**src/rtl/irqc_pkg.sv**
```systemverilog
package irqc_pkg;
    localparam int N_GRP    = 8;
    localparam int GRP_SZ   = 4;
    localparam int N_SLOT   = N_GRP * GRP_SZ;
    localparam int N_BRD    = 32;
    localparam int N_IRQ    = N_SLOT + N_BRD;
    localparam int IDX_W    = $clog2(N_IRQ);
    localparam int GSEL_W   = $clog2(N_GRP);
    localparam int BSEL_W   = $clog2(N_BRD);
    localparam int ADDR_W   = 12;
    localparam int DATA_W   = 32;
    localparam logic [11:0] MAP_BASE = 12'h7C0;

    typedef enum logic [1:0] {
        RG_SLOT_MAP = 2'd0,
        RG_BRD_MAP  = 2'd1,
        RG_SLOT_CLR = 2'd2,
        RG_BRD_CLR  = 2'd3
    } region_e;

    typedef struct packed {
        logic             valid;
        logic [IDX_W-1:0] idx;
    } req_t;

    typedef struct packed {
        logic              hit;
        region_e           rg;
        logic [BSEL_W-1:0] sel;
    } dec_t;

    function automatic dec_t decode(input logic [ADDR_W-1:0] a);
        dec_t d;
        d.rg  = region_e'(a[9:8]);
        d.sel = a[7:3];
        d.hit = (a[11:10] == 2'b00) &&
                ((d.rg == RG_BRD_MAP) || (d.rg == RG_BRD_CLR) || (a[7:6] == 2'b00));
        return d;
    endfunction

    function automatic logic [DATA_W-2:0] slot_low(input logic [GSEL_W-1:0] g);
        return (DATA_W-1)'(MAP_BASE) | ((DATA_W-1)'(g) << 2);
    endfunction

    function automatic logic [DATA_W-2:0] brd_low(input logic [BSEL_W-1:0] k);
        return (DATA_W-1)'(MAP_BASE) + (DATA_W-1)'(32) + (DATA_W-1)'(k);
    endfunction
endpackage

```
**src/rtl/irqc_regs.sv**
```systemverilog
module irqc_regs
    import irqc_pkg::*;
(
    input  logic              clk,
    input  logic              rst,
    input  logic              wr,
    input  logic [ADDR_W-1:0] addr,
    input  logic [DATA_W-1:0] wdata,
    input  req_t              cur,
    output logic [N_GRP-1:0]  en_slot,
    output logic [N_BRD-1:0]  en_brd,
    output logic [N_GRP-1:0]  en_slot_nxt,
    output logic [N_BRD-1:0]  en_brd_nxt,
    output logic              cancel,
    output logic [DATA_W-1:0] rdata
);
    dec_t d;
    logic live_wr;
    logic cur_slot_grp_hit;
    logic cur_brd_hit;

    assign d       = decode(addr);
    assign live_wr = wr && addr[2] && d.hit;

    assign cur_slot_grp_hit = cur.valid && !cur.idx[IDX_W-1] &&
                              (cur.idx[IDX_W-2 -: GSEL_W] == d.sel[GSEL_W-1:0]);
    assign cur_brd_hit      = cur.valid && cur.idx[IDX_W-1] &&
                              (cur.idx[BSEL_W-1:0] == d.sel);

    always_comb begin
        en_slot_nxt = en_slot;
        en_brd_nxt  = en_brd;
        cancel      = 1'b0;
        if (live_wr) begin
            unique case (d.rg)
                RG_SLOT_MAP: begin
                    en_slot_nxt[d.sel[GSEL_W-1:0]] = wdata[DATA_W-1];
                    cancel = !wdata[DATA_W-1] && cur_slot_grp_hit;
                end
                RG_BRD_MAP: begin
                    en_brd_nxt[d.sel] = wdata[DATA_W-1];
                    cancel = !wdata[DATA_W-1] && cur_brd_hit;
                end
                RG_SLOT_CLR: cancel = cur_slot_grp_hit;
                RG_BRD_CLR:  cancel = cur_brd_hit;
                default:     cancel = 1'b0;
            endcase
        end
    end

    always_ff @(posedge clk) begin
        if (rst) begin
            en_slot <= '0;
            en_brd  <= '0;
        end else begin
            en_slot <= en_slot_nxt;
            en_brd  <= en_brd_nxt;
        end
    end

    always_comb begin
        rdata = '0;
        if (addr[2] && d.hit) begin
            if (d.rg == RG_SLOT_MAP)
                rdata = {en_slot[d.sel[GSEL_W-1:0]], slot_low(d.sel[GSEL_W-1:0])};
            else if (d.rg == RG_BRD_MAP)
                rdata = {en_brd[d.sel], brd_low(d.sel)};
        end
    end
endmodule

```
**src/rtl/irqc_pick.sv**
```systemverilog
module irqc_pick
    import irqc_pkg::*;
(
    input  logic [N_IRQ-1:0] lines,
    input  logic [N_GRP-1:0] en_slot,
    input  logic [N_BRD-1:0] en_brd,
    output logic [N_IRQ-1:0] gate,
    output req_t             pick
);
    for (genvar i = 0; i < N_SLOT; i++) begin : g_slot
        assign gate[i] = en_slot[i / GRP_SZ];
    end
    for (genvar k = 0; k < N_BRD; k++) begin : g_brd
        assign gate[N_SLOT + k] = en_brd[k];
    end

    logic [N_IRQ-1:0] cand;
    assign cand = lines & gate;

    always_comb begin
        pick = '0;
        for (int i = N_IRQ - 1; i >= 0; i--) begin
            if (cand[i]) begin
                pick.valid = 1'b1;
                pick.idx   = IDX_W'(i);
            end
        end
    end
endmodule

```
**src/rtl/irqc_top.sv**
```systemverilog
module irqc_top
    import irqc_pkg::*;
(
    input  logic              clk,
    input  logic              rst,
    input  logic [63:0]       irq_in,
    input  logic              reg_wr,
    input  logic [11:0]       reg_addr,
    input  logic [31:0]       reg_wdata,
    output logic [31:0]       reg_rdata,
    output logic              req_valid,
    output logic [5:0]        req_idx,
    output logic [63:0]       req_vec
);
    logic [N_IRQ-1:0] irq_q;
    logic [N_IRQ-1:0] gate_nxt;
    logic [N_IRQ-1:0] gate_q;
    logic [N_GRP-1:0] en_slot, en_slot_nxt;
    logic [N_BRD-1:0] en_brd, en_brd_nxt;
    logic             cancel;
    req_t             cur, pick;

    irqc_regs u_regs (
        .clk(clk), .rst(rst), .wr(reg_wr), .addr(reg_addr), .wdata(reg_wdata),
        .cur(cur), .en_slot(en_slot), .en_brd(en_brd),
        .en_slot_nxt(en_slot_nxt), .en_brd_nxt(en_brd_nxt),
        .cancel(cancel), .rdata(reg_rdata)
    );

    irqc_pick u_pick (
        .lines(irq_q), .en_slot(en_slot_nxt), .en_brd(en_brd_nxt),
        .gate(gate_nxt), .pick(pick)
    );

    always_ff @(posedge clk) begin
        if (rst) begin
            irq_q  <= '0;
            cur    <= '0;
            gate_q <= '0;
        end else begin
            irq_q  <= irq_in;
            gate_q <= gate_nxt;
            if (!cur.valid || cancel)
                cur <= pick;
        end
    end

    assign req_valid = cur.valid;
    assign req_idx   = cur.idx;

    for (genvar i = 0; i < N_IRQ; i++) begin : g_vec
        assign req_vec[i] = cur.valid && (cur.idx == IDX_W'(i));
    end
endmodule

```
**config.mk**
```make
export PLATFORM = sky130hd
export DESIGN_NAME = irqc_top
export DESIGN_NICKNAME = d
export VERILOG_FILES = /design/src/rtl/irqc_pkg.sv /design/src/rtl/irqc_regs.sv /design/src/rtl/irqc_pick.sv /design/src/rtl/irqc_top.sv
export SDC_FILE = /design/constraint.sdc
export NUM_CORES = 1
export LEC_CHECK = 0
export CORE_MARGIN = 4
export CORE_UTILIZATION = 50
export DETAILED_ROUTE_END_ITERATION = 10
export DONT_BUFFER_PORTS = 1
export GPL_TIMING_DRIVEN = 1
export PLACE_DENSITY = 0.65
export SYNTH_ARGS = -nofsm -noshare
export SYNTH_HDL_FRONTEND = slang
export SYNTH_SLANG_ARGS = --single-unit
```
**constraint.sdc**
```tcl
create_clock -name clk -period 3.4 [get_ports clk]
set_input_delay 0.17 -clock clk [delete_from_list [all_inputs] [get_ports clk]]
set_output_delay 0.17 -clock clk [all_outputs]
set_load 0.005 [all_outputs]
```
**Yosys cells after proc, flatten, opt, wreduce, memory -nomap -nowiden**

Index checks and enable logic that the tools add are counted.

- Register bits: 111
- Bits of input ports: 111
- Output and inout port bits: 103
- Word-level logic and storage cells: 248

- Add/subtract/negate cells: 1
- Order comparisons: 4
- Equal/unequal tests: 68
- Muxes and demuxes: 83
- Bitwise gates (word level): 1
- Reductions and logical operators: 86

Operators with widths:

| cell | number |
|---|---|
| 7-bit two-way mux | 64 |
| 6-bit equality test (second input constant) | 32 |
| 32-bit two-way mux | 5 |
| 6-bit by 5-bit equality test with 1-bit output (second input constant) | 16 |
| 1-bit logical AND | 76 |
| 64-bit AND | 1 |
| 6-bit by 4-bit equality test with 1-bit output (second input constant) | 8 |
| 32-bit bitwise mux | 1 |
| 6-bit by 3-bit equality test with 1-bit output (second input constant) | 4 |
| 8-bit two-way mux | 2 |
| 11-bit by 5-bit adder with 12-bit output (first input constant) | 1 |
| 6-bit by 2-bit equality test with 1-bit output (second input constant) | 2 |
| 8-bit bitwise mux | 1 |
| 6-bit by 1-bit equality test with 1-bit output (second input constant) | 1 |
| 2-bit zero test | 3 |
| 6-bit zero test | 1 |
| 5-bit by 6-bit less-than comparator with 1-bit output (second input constant) | 1 |
| 1-bit binary-select mux with 5-bit select | 1 |
| 1-bit demux with 5-bit select | 1 |
| 5-bit equality test | 1 |
| 5-bit by 1-bit >= comparator with 1-bit output (second input constant) | 1 |
| 1-bit two-way mux | 5 |
| 2-bit equality test (second input constant) | 2 |
| 3-bit by 4-bit less-than comparator with 1-bit output (second input constant) | 1 |
| other kinds (8) | 12 |

**Logic depth before layout (Yosys ltp)**

Gate-level depths: netlist (run 1).

- Word-level depth: 72
- Mapped depth: 11
- Gate-level depth less buffers: 8

**Cells and area by module**

A second synthesis (run 1) with hierarchy kept.

- Cell total of the unflattened synthesis: 790
- Area total of the unflattened synthesis: 6,780.3 sq um

By module, submodules not included:

| module | times used | cells an instance | area an instance (sq um) | seq. area each (sq um) |
|---|---|---|---|---|
| irqc_regs | 1 | 292 | 2,672.6 | 800.8 |
| irqc_top | 1 | 257 | 2,486.1 | 1,421.4 |
| irqc_pick | 1 | 241 | 1,621.6 | 0.0 |

**Least setup slack after synthesis (run 1)**

OpenSTA, ideal clock, no wires.

- Path type: input port to flip-flop
- From: input port reg_addr[7]
- To: register, netlist name req_idx[5]
- Library setup time: 0.070 ns
- Arrival time: 2.681 ns
- Required time: 3.330 ns
- Setup slack: 0.648 ns
- Stages: 10
- Buffers on the path: 2
- Cell sequence: buf_2 -> or4b_1 -> buf_2 -> nor4_1 -> mux2i_1 -> o22ai_2 -> or3b_4 -> nor4_4 -> nand2b_1 -> a21oi_1

- Longest elaborated chain between the ends: 72
- Elaborated cells between the ends (all ways): 84
- Those cells by class: order compare: 2; eq/ne: 1; mux: 72; bitwise: 1; reduce/logical: 8

Ends and longest elaborated chain:

| item | line | text |
|---|---|---|
| start, declared | irqc_top.sv:8 | `input logic [11:0] reg_addr,` |
| 5-bit by 6-bit less-than comparator with 1-bit output (implied by the code) or 5-bit by 1-bit >= comparator with 1-bit output (tied branches) | irqc_regs.sv:41 | `en_brd_nxt[d.sel] = wdata[DATA_W-1];` |
| 1-bit logical AND (implied by the code) | irqc_regs.sv:41 |  |
| 1-bit two-way mux (implied by the code) | irqc_regs.sv:41 |  |
| 1-bit demux with 5-bit select | - |  |
| 32-bit bitwise mux | irqc_regs.sv:41 |  |
| 32-bit two-way mux | irqc_regs.sv:35 | `unique case (d.rg)` |
| 32-bit two-way mux | irqc_regs.sv:34 | `if (live_wr) begin` |
| 64-bit AND | irqc_pick.sv:18 | `assign cand = lines & gate;` |
| 7-bit two-way mux (64 in series) | irqc_pick.sv:23 | `if (cand[i]) begin` |

Several ways; a longest one is shown, not always the timed one.
A chain may end at the register's enable or synchronous reset.

**Worst setup path in the final report (run 1)**

- From: input port reg_addr[9]
- To: register, netlist name req_idx[0]

- Longest elaborated chain between the ends: 71
- Elaborated cells between the ends (all ways): 80
- Those cells by class: eq/ne: 3; mux: 70; bitwise: 1; reduce/logical: 6

Ends and longest elaborated chain:

| item | line | text |
|---|---|---|
| 2-bit by 1-bit equality test with 1-bit output or 2-bit equality test (tied branches) | irqc_pkg.sv:37, irqc_regs.sv:35 |  |
| 1-bit logical OR (2 in series) | irqc_pkg.sv:37 | `((d.rg == RG_BRD_MAP) \|\| (d.rg == RG_BRD_CLR) \|\| (a[7:6] == 2'b00));` |
| 1-bit logical AND | irqc_pkg.sv:36 | `d.hit = (a[11:10] == 2'b00) &&` |
| 1-bit logical AND | irqc_regs.sv:23 | `assign live_wr = wr && addr[2] && d.hit;` |
| 32-bit two-way mux | irqc_regs.sv:34 |  |
| 64-bit AND | irqc_pick.sv:18 |  |
| 7-bit two-way mux (64 in series) | irqc_pick.sv:23 |  |

Several ways; a longest one is shown, not always the timed one.

==> reports/qor.yml, run 1 <==
cts.sinks: 111
fillers: 1130
yosys-top-cells-area: "dfxtp_1 34%, nor2_1 7.2%, nor2b_1 6.9%"
post_cts_resized: 0
die_y_um: 122.0
cts_max_level: 3
pin_count: 214
status: "completed"
path_class: "in2reg"
routedWlPerCell_um: 19.17
synth_top_area_cell: "dfxtp_1"
cts_root_buf: "clkbuf_16"
grt_usage_pct: 25.72
maxCapViolations: 0
rsz0062_at_grt: "false"
synth_ff_type: "dfxtp_1"
synth_xor_area_share_pct: 1.079
first_pass_iters: 5
finalCritPeriodShare_pct: 94.49
finalCriticalPeriod_ns: 3.213
drv_slew: 0
synth_simple_gate_area_share_pct: 31.61
drc: 0
worst_pin_slew_ns: 0.8412
drt_wl_total_um: 19340
start_kind: "input pin"
area_growth_syn_to_layout_pct: 15.03
via_per_inst: 5.867
grt_pass1_vias: 5640
start_util_pct: 51.26
hold_path.class: "in2reg"
ys_seq_elements: 111
clock_latency_ns: 0.36
ys_types: 76
place.gp.congestion: 0.9246
ys_seq_area_share_pct: 34.21
synth.area.mux_share_pct: 11.81
max_clock_freq_ghz: 0.3113
relSlewSlack_pct: 43.80
hold_viol_final: 0
vdd_drop_max_v: 0.0002926
synth_area_um2: 6495
drt-initial-drc-count: 450
postCtsSetupBuffers: 0
core_region_area_um2: 12670
p_per_area_nw_per_um2: 343.6
ys_async_sr_fraction_pct: 0
finalNetCount: 944
avgSynthCellArea_um2: 8.170
synth_warnings: 0
path_clk_slew_ns: 0.07
power_mw: 2.567
chipWidth_um: 122.0
rows: 41
io_buffers: 0
synth-compound-area-share_pct: 14.56
grt_max_degree: 100
ant_nets: 0
die-area_um2: 14880
required_ns: 3.64
antenna_found_initial: 0
path_max_fanout: 9
setup_viol_count_final: 0
p_leak_nw: 2.603
setup_tns_ns: 0
synth_top_family_by_area: "simple AND/OR/NAND/NOR gates"
dp_hpwl_um: 13720
skew_ns: 0.006793
cp.arrival_ns: 3.45
vias: 5920
drive_above_1_share_pct: 7.766
regArea_um2: 2222
grt_overflow: 0
syn_inst: 795
synth_fa_ha_area_share_pct: 0
grt_pass1_wl_um: 29900
synth_top_area_share_pct: 34.21
cts_buffer_depth: 2
multiInputGateArea_um2: 3911
cts_tree: "yes"
synth_edf_count: 0
diodes: 0
cts_buffers: 9
worstSetupEndpointType: "flip-flop"
==> metrics by stage <==
stage | cells | hold WS (ns) | utilization, % | area (um2) | setup slack (ns)
floorplan | 814 | 0.2982 | - | 6566 | 0.6483
global placement | 927 | 0.2486 | 51.38 | 6510 | -0.04570
detailed placement | 927 | 0.2500 | 51.38 | 6510 | -0.07788
CTS | 1009 | 0.002230 | 58.96 | 7471 | 0.2783
global route | 1009 | 0.02009 | 58.96 | 7471 | 0.1118
finish | 1009 | 0.02253 | 58.96 | 7471 | 0.1873
==> state kept, by name, summed over array words and instances, names as in the netlist <==
name / count
irq_q: 64
u_regs.en_brd: 32
u_regs.en_slot: 8
req_idx: 6
req_valid: 1
==> synthesized netlist by cell type (all sizes together), types with 5 or more instances <==
library cell and n:
o21ai 29, and2 8, nand2 61, dfxtp 111
a21boi 12, or3b 5, o31ai 13, nor4 17
nand2b 8, mux2i 39, nor2 124, nand3b 6
inv 15, nor3 28, mux4 10, buf 36
mux2 12, o211ai 5, a211oi 7, nand4bb 5
a21oi 29, xnor2 8, nor2b 72, nand4 15
nor3b 7, nand3 10, clkbuf 37
==> layout make-up <==
| class | instances | area share [%] |
|---|---|---|
| multi-input combinational | 615 | 52.35 |
| sequential | 111 | 29.74 |
| timing repair buffer | 81 | 10.62 |
| clock buffer | 11 | 3.249 |
| tap | 172 | 2.881 |
| inverter | 15 | 0.7536 |
| clock inverter | 4 | 0.4019 |
==> path summary, 6_finish.rpt <==
path / slack (ns) / to / from / depth (start not counted)
min: 0.02 / req_idx[0] / rst / 3
max reg2reg: 0.77 / req_idx[1] / req_idx[3] / 8
min reg2reg: 0.50 / u_regs.en_brd[7] / u_regs.en_brd[7] / 2
max: 0.19 / req_idx[0] / reg_addr[9] / 9
==> worst max-delay path, stage by stage <==
cell and delay [ns]:
or4b_1 0.69, nor4_1 0.61, mux2i_1 0.32, buf_4 0.23, o211a_1 0.23, nor4_1 0.50, nand4_1 0.21, nor3_1 0.36
o31ai_1 0.13
==> report_power, final <==
group	switching (mW)	internal (mW)	total [mW]
clock network	0.473	0.516	0.989
registers	0.0301	1.34	1.37
logic	0.0923	0.114	0.207
==> logic make-up after synthesis <==
kind of cell | Yosys count
AOI/OAI and AO/OA | 137
buffers and inverters | 88
DFF | 111
and+or+nand+nor | 389
muxes | 61
xor gates and xnor gates | 8
other | 1
==> cells in the final DEF, fill, tap and decap left out, types with 9 or more instances in the layout <==
| master | netlist | layout |
|---|---|---|
| nor2_1 | 124 | 124 |
| dfxtp_1 | 111 | 111 |
| nor2b_1 | 72 | 72 |
| dlygate4sd3_1 | 0 | 66 |
| nand2_1 | 61 | 61 |
| mux2i_1 | 38 | 38 |
| a21oi_1 | 29 | 29 |
| nor3_1 | 27 | 27 |
| o21ai_0 | 25 | 25 |
| conb_1 | 1 | 20 |
| nor4_1 | 16 | 16 |
| inv_1 | 15 | 15 |
| nand4_1 | 15 | 15 |
| buf_4 | 24 | 14 |
| o31ai_1 | 13 | 13 |
| mux2_2 | 11 | 11 |
| nand3_1 | 10 | 10 |
| mux4_2 | 10 | 10 |
| clkbuf_16 | 0 | 9 |
==> routing by layer <==
layer	vias up	track usage [%]	wire length [um]
li1	2852	-	-
met1	2780	33.13	8216
met2	264	41.89	9071
met3	24	6.128	1615
met4	0	9.804	437
met5	-	0	0
==> what timing repair did <==
item / in CTS / in global routing
hold buffers: 67 / 0
endpoints found under the hold margin: 99 / 0
endpoints found under the setup margin: 0 / 0
No activity file was read; power rests on OpenSTA's default activity.
==> inputs of run 2 (changes only) <==
--- a/config.mk
+++ b/config.mk
@@ -7,6 +7,7 @@
 export LEC_CHECK = 0
 export CORE_MARGIN = 4
 export CORE_UTILIZATION = 50
+export CTS_BUF_LIST = sky130_fd_sc_hd__clkbuf_8
 export DETAILED_ROUTE_END_ITERATION = 10
 export DONT_BUFFER_PORTS = 1
 export GPL_TIMING_DRIVEN = 1
==> reports/qor.yml, run 2 (same netlist as run 1, synthesis figures left out) <==
first_pass_iters: 5  # unchanged
drive_above_1_share_pct: 7.766  # unchanged
cts.sinks: 111  # unchanged
final_common_cell: "nor2_1"
post-place-ws_ns: -0.07788  # unchanged
rr_worst_depth: 8  # unchanged
vias: 5974  # +0.91%
layout_common_cells: "124 x nor2_1, 111 x dfxtp_1, 72 x nor2b_1"
area_growth_syn_to_layout_pct: 13.47
relSlewSlack_pct: 26.90  # -17 points
required_ns: 3.67  # +0.03 ns
postCtsSetupBuffers: 0  # unchanged
io_buffers: 0  # unchanged
rsz0062_at_grt: "false"
core_region_area_um2: 12670  # unchanged
grt_pass1_vias: 5676  # +0.64%
skew_ns: 0.008192  # +0.001399 ns
status: "completed"
path_class: "in2reg"
worstSetupEndpointType: "flip-flop"
hold_viol_final: 0  # unchanged
largest_register_ffs: 64  # unchanged
cp.arrival_ns: 3.51  # +0.06 ns
cts_max_level: 3  # unchanged
antenna_found_initial: 0  # unchanged
die-area_um2: 14880  # unchanged
finalCritPeriodShare_pct: 95.25  # +0.76 points
whs_endpoint: "req_idx[2]"
via_per_inst: 5.921  # +0.91%
drv_slew: 0  # unchanged
p_leak_nw: 2.561  # -1.6%
drt-initial-drc-count: 479  # +6.4%
min_path_cells: 3  # unchanged
vdd_drop_max_v: 0.0002136  # -27%
setup_tns_ns: 0  # unchanged
grt_max_degree: 101  # +1.0%
setup_slack_ns: 0.1616  # -0.02571 ns
largestRegisters: "irq_q x64, u_regs.en_brd x32, u_regs.en_slot x8"
grt_pass1_wl_um: 29740  # -0.55%
cts_buffer_depth: 2  # unchanged
r2r-end: "req_idx[1]"
cts_root_buf: "clkbuf_8"
drc: 0  # unchanged
dp_hpwl_um: 13720  # unchanged
die_y_um: 122.0  # unchanged
rows: 41  # unchanged
rr_startpoint: "req_idx[3]"
grt_overflow: 0  # unchanged
ant_nets: 0  # unchanged
reg2reg_slack_ns: 0.79  # +0.02 ns
p_per_area_nw_per_um2: 312.7  # -9.0%
hold_path.class: "in2reg"
path_clk_slew_ns: 0.10  # +0.03 ns
path_max_fanout: 9  # unchanged
finalCriticalPeriod_ns: 3.238  # +0.02570 ns
routedWlPerCell_um: 19.16  # about the same
chipWidth_um: 122.0  # unchanged
maxCapViolations: 0  # unchanged
pin_count: 214  # unchanged
diodes: 0  # unchanged
hold_slack_ns: 0.03234  # +0.009814 ns
finalNetCount: 944  # unchanged
place.gp.congestion: 0.9246  # unchanged
cts_buffers: 9  # unchanged
worstHoldStart: "rst"
start_util_pct: 51.26  # unchanged
cts_tree: "yes"
worst_pin_slew_ns: 1.093  # +0.2518 ns
setup_viol_count_final: 0  # unchanged
max_clock_freq_ghz: 0.3088  # -0.79%
regMostFlops: "irq_q"
drt_wl_total_um: 19330  # about the same
grt_usage_pct: 25.52  # -0.21 points
start_kind: "input pin"
clock_latency_ns: 0.39  # +0.03 ns
-- run 2: changes by cell type in the layout (fill, tap and decap cells not counted) --
cell / delta
clkbuf_16: -9
clkbuf_8: +9
clkbuf_1: -1
inv_1: +1
-- run 2: final cells by class --
type                            instances  area (um2)
Clock buffer                           10       137.6
Clock inverter                          5       33.78
Fill cell                            1138        5301
Inverter                               15       56.30
Multi-Input combinational cell        615        3911
Sequential cell                       111        2222
Tap cell                              172       215.2
Timing Repair Buffer                   81       793.3
-- run 2: metal layers --
layer / global-route usage (%) / vias to the layer above / wire length, um
met1: 33.10 / 2805 / 8142
met3: 6.314 / 29 / 1744
met4: 8.754 / 0 / 411
li1: - / 2849 / -
met5: 0 / - / 0
met2: 41.57 / 291 / 9031
-- run 2: how the worst max path moves through the flow --
stage | startpoint | end | cells past startpoint
after floorplan | reg_addr[7] | req_idx[5] | 10
after CTS | reg_addr[9] | req_idx[0] | 9
after global routing | reg_addr[9] | req_idx[0] | 9
after detailed placement | reg_addr[9] | req_idx[0] | 9
after global placement | reg_addr[9] | req_idx[0] | 9
final | reg_addr[9] | req_idx[0] | 9
-- run 2: critical path: stages --
cell and delay (ns):
or4b_1 0.69, nor4_1 0.63, mux2i_1 0.32, buf_4 0.23, o211a_1 0.23, nor4_1 0.49, nand4_1 0.22, nor3_1 0.38
o31ai_1 0.14
-- run 2: what timing repair did --
item                      in CTS  in global routing
gates resized for setup        0                  0
hold endpoints to repair     100                  0
hold buffers                  67                  0
-- run 2: stage by stage --
stage | instances | power, mW | cell area (um2) | util [%]
6_report | 1009 | 2.305 | 7370 | 58.16
5_1_grt | 1009 | 2.393 | 7370 | 58.16
4_1_cts | 1009 | 2.316 | 7370 | 58.16
3_5_place_dp | 927 | 1.523 | 6510 | 51.38
3_3_place_gp | 927 | 1.520 | 6510 | 51.38
2_1_floorplan | 814 | 1.549 | 6566 | -
-- run 2: where the power goes --
part	internal, mW	switching, mW	total [mW]	leakage (nW)
Combinational	0.114	0.0943	0.209	1.56
Clock	0.283	0.442	0.725	0.0899
Sequential	1.34	0.0301	1.37	0.912
Total	1.74	0.567	2.30	2.56
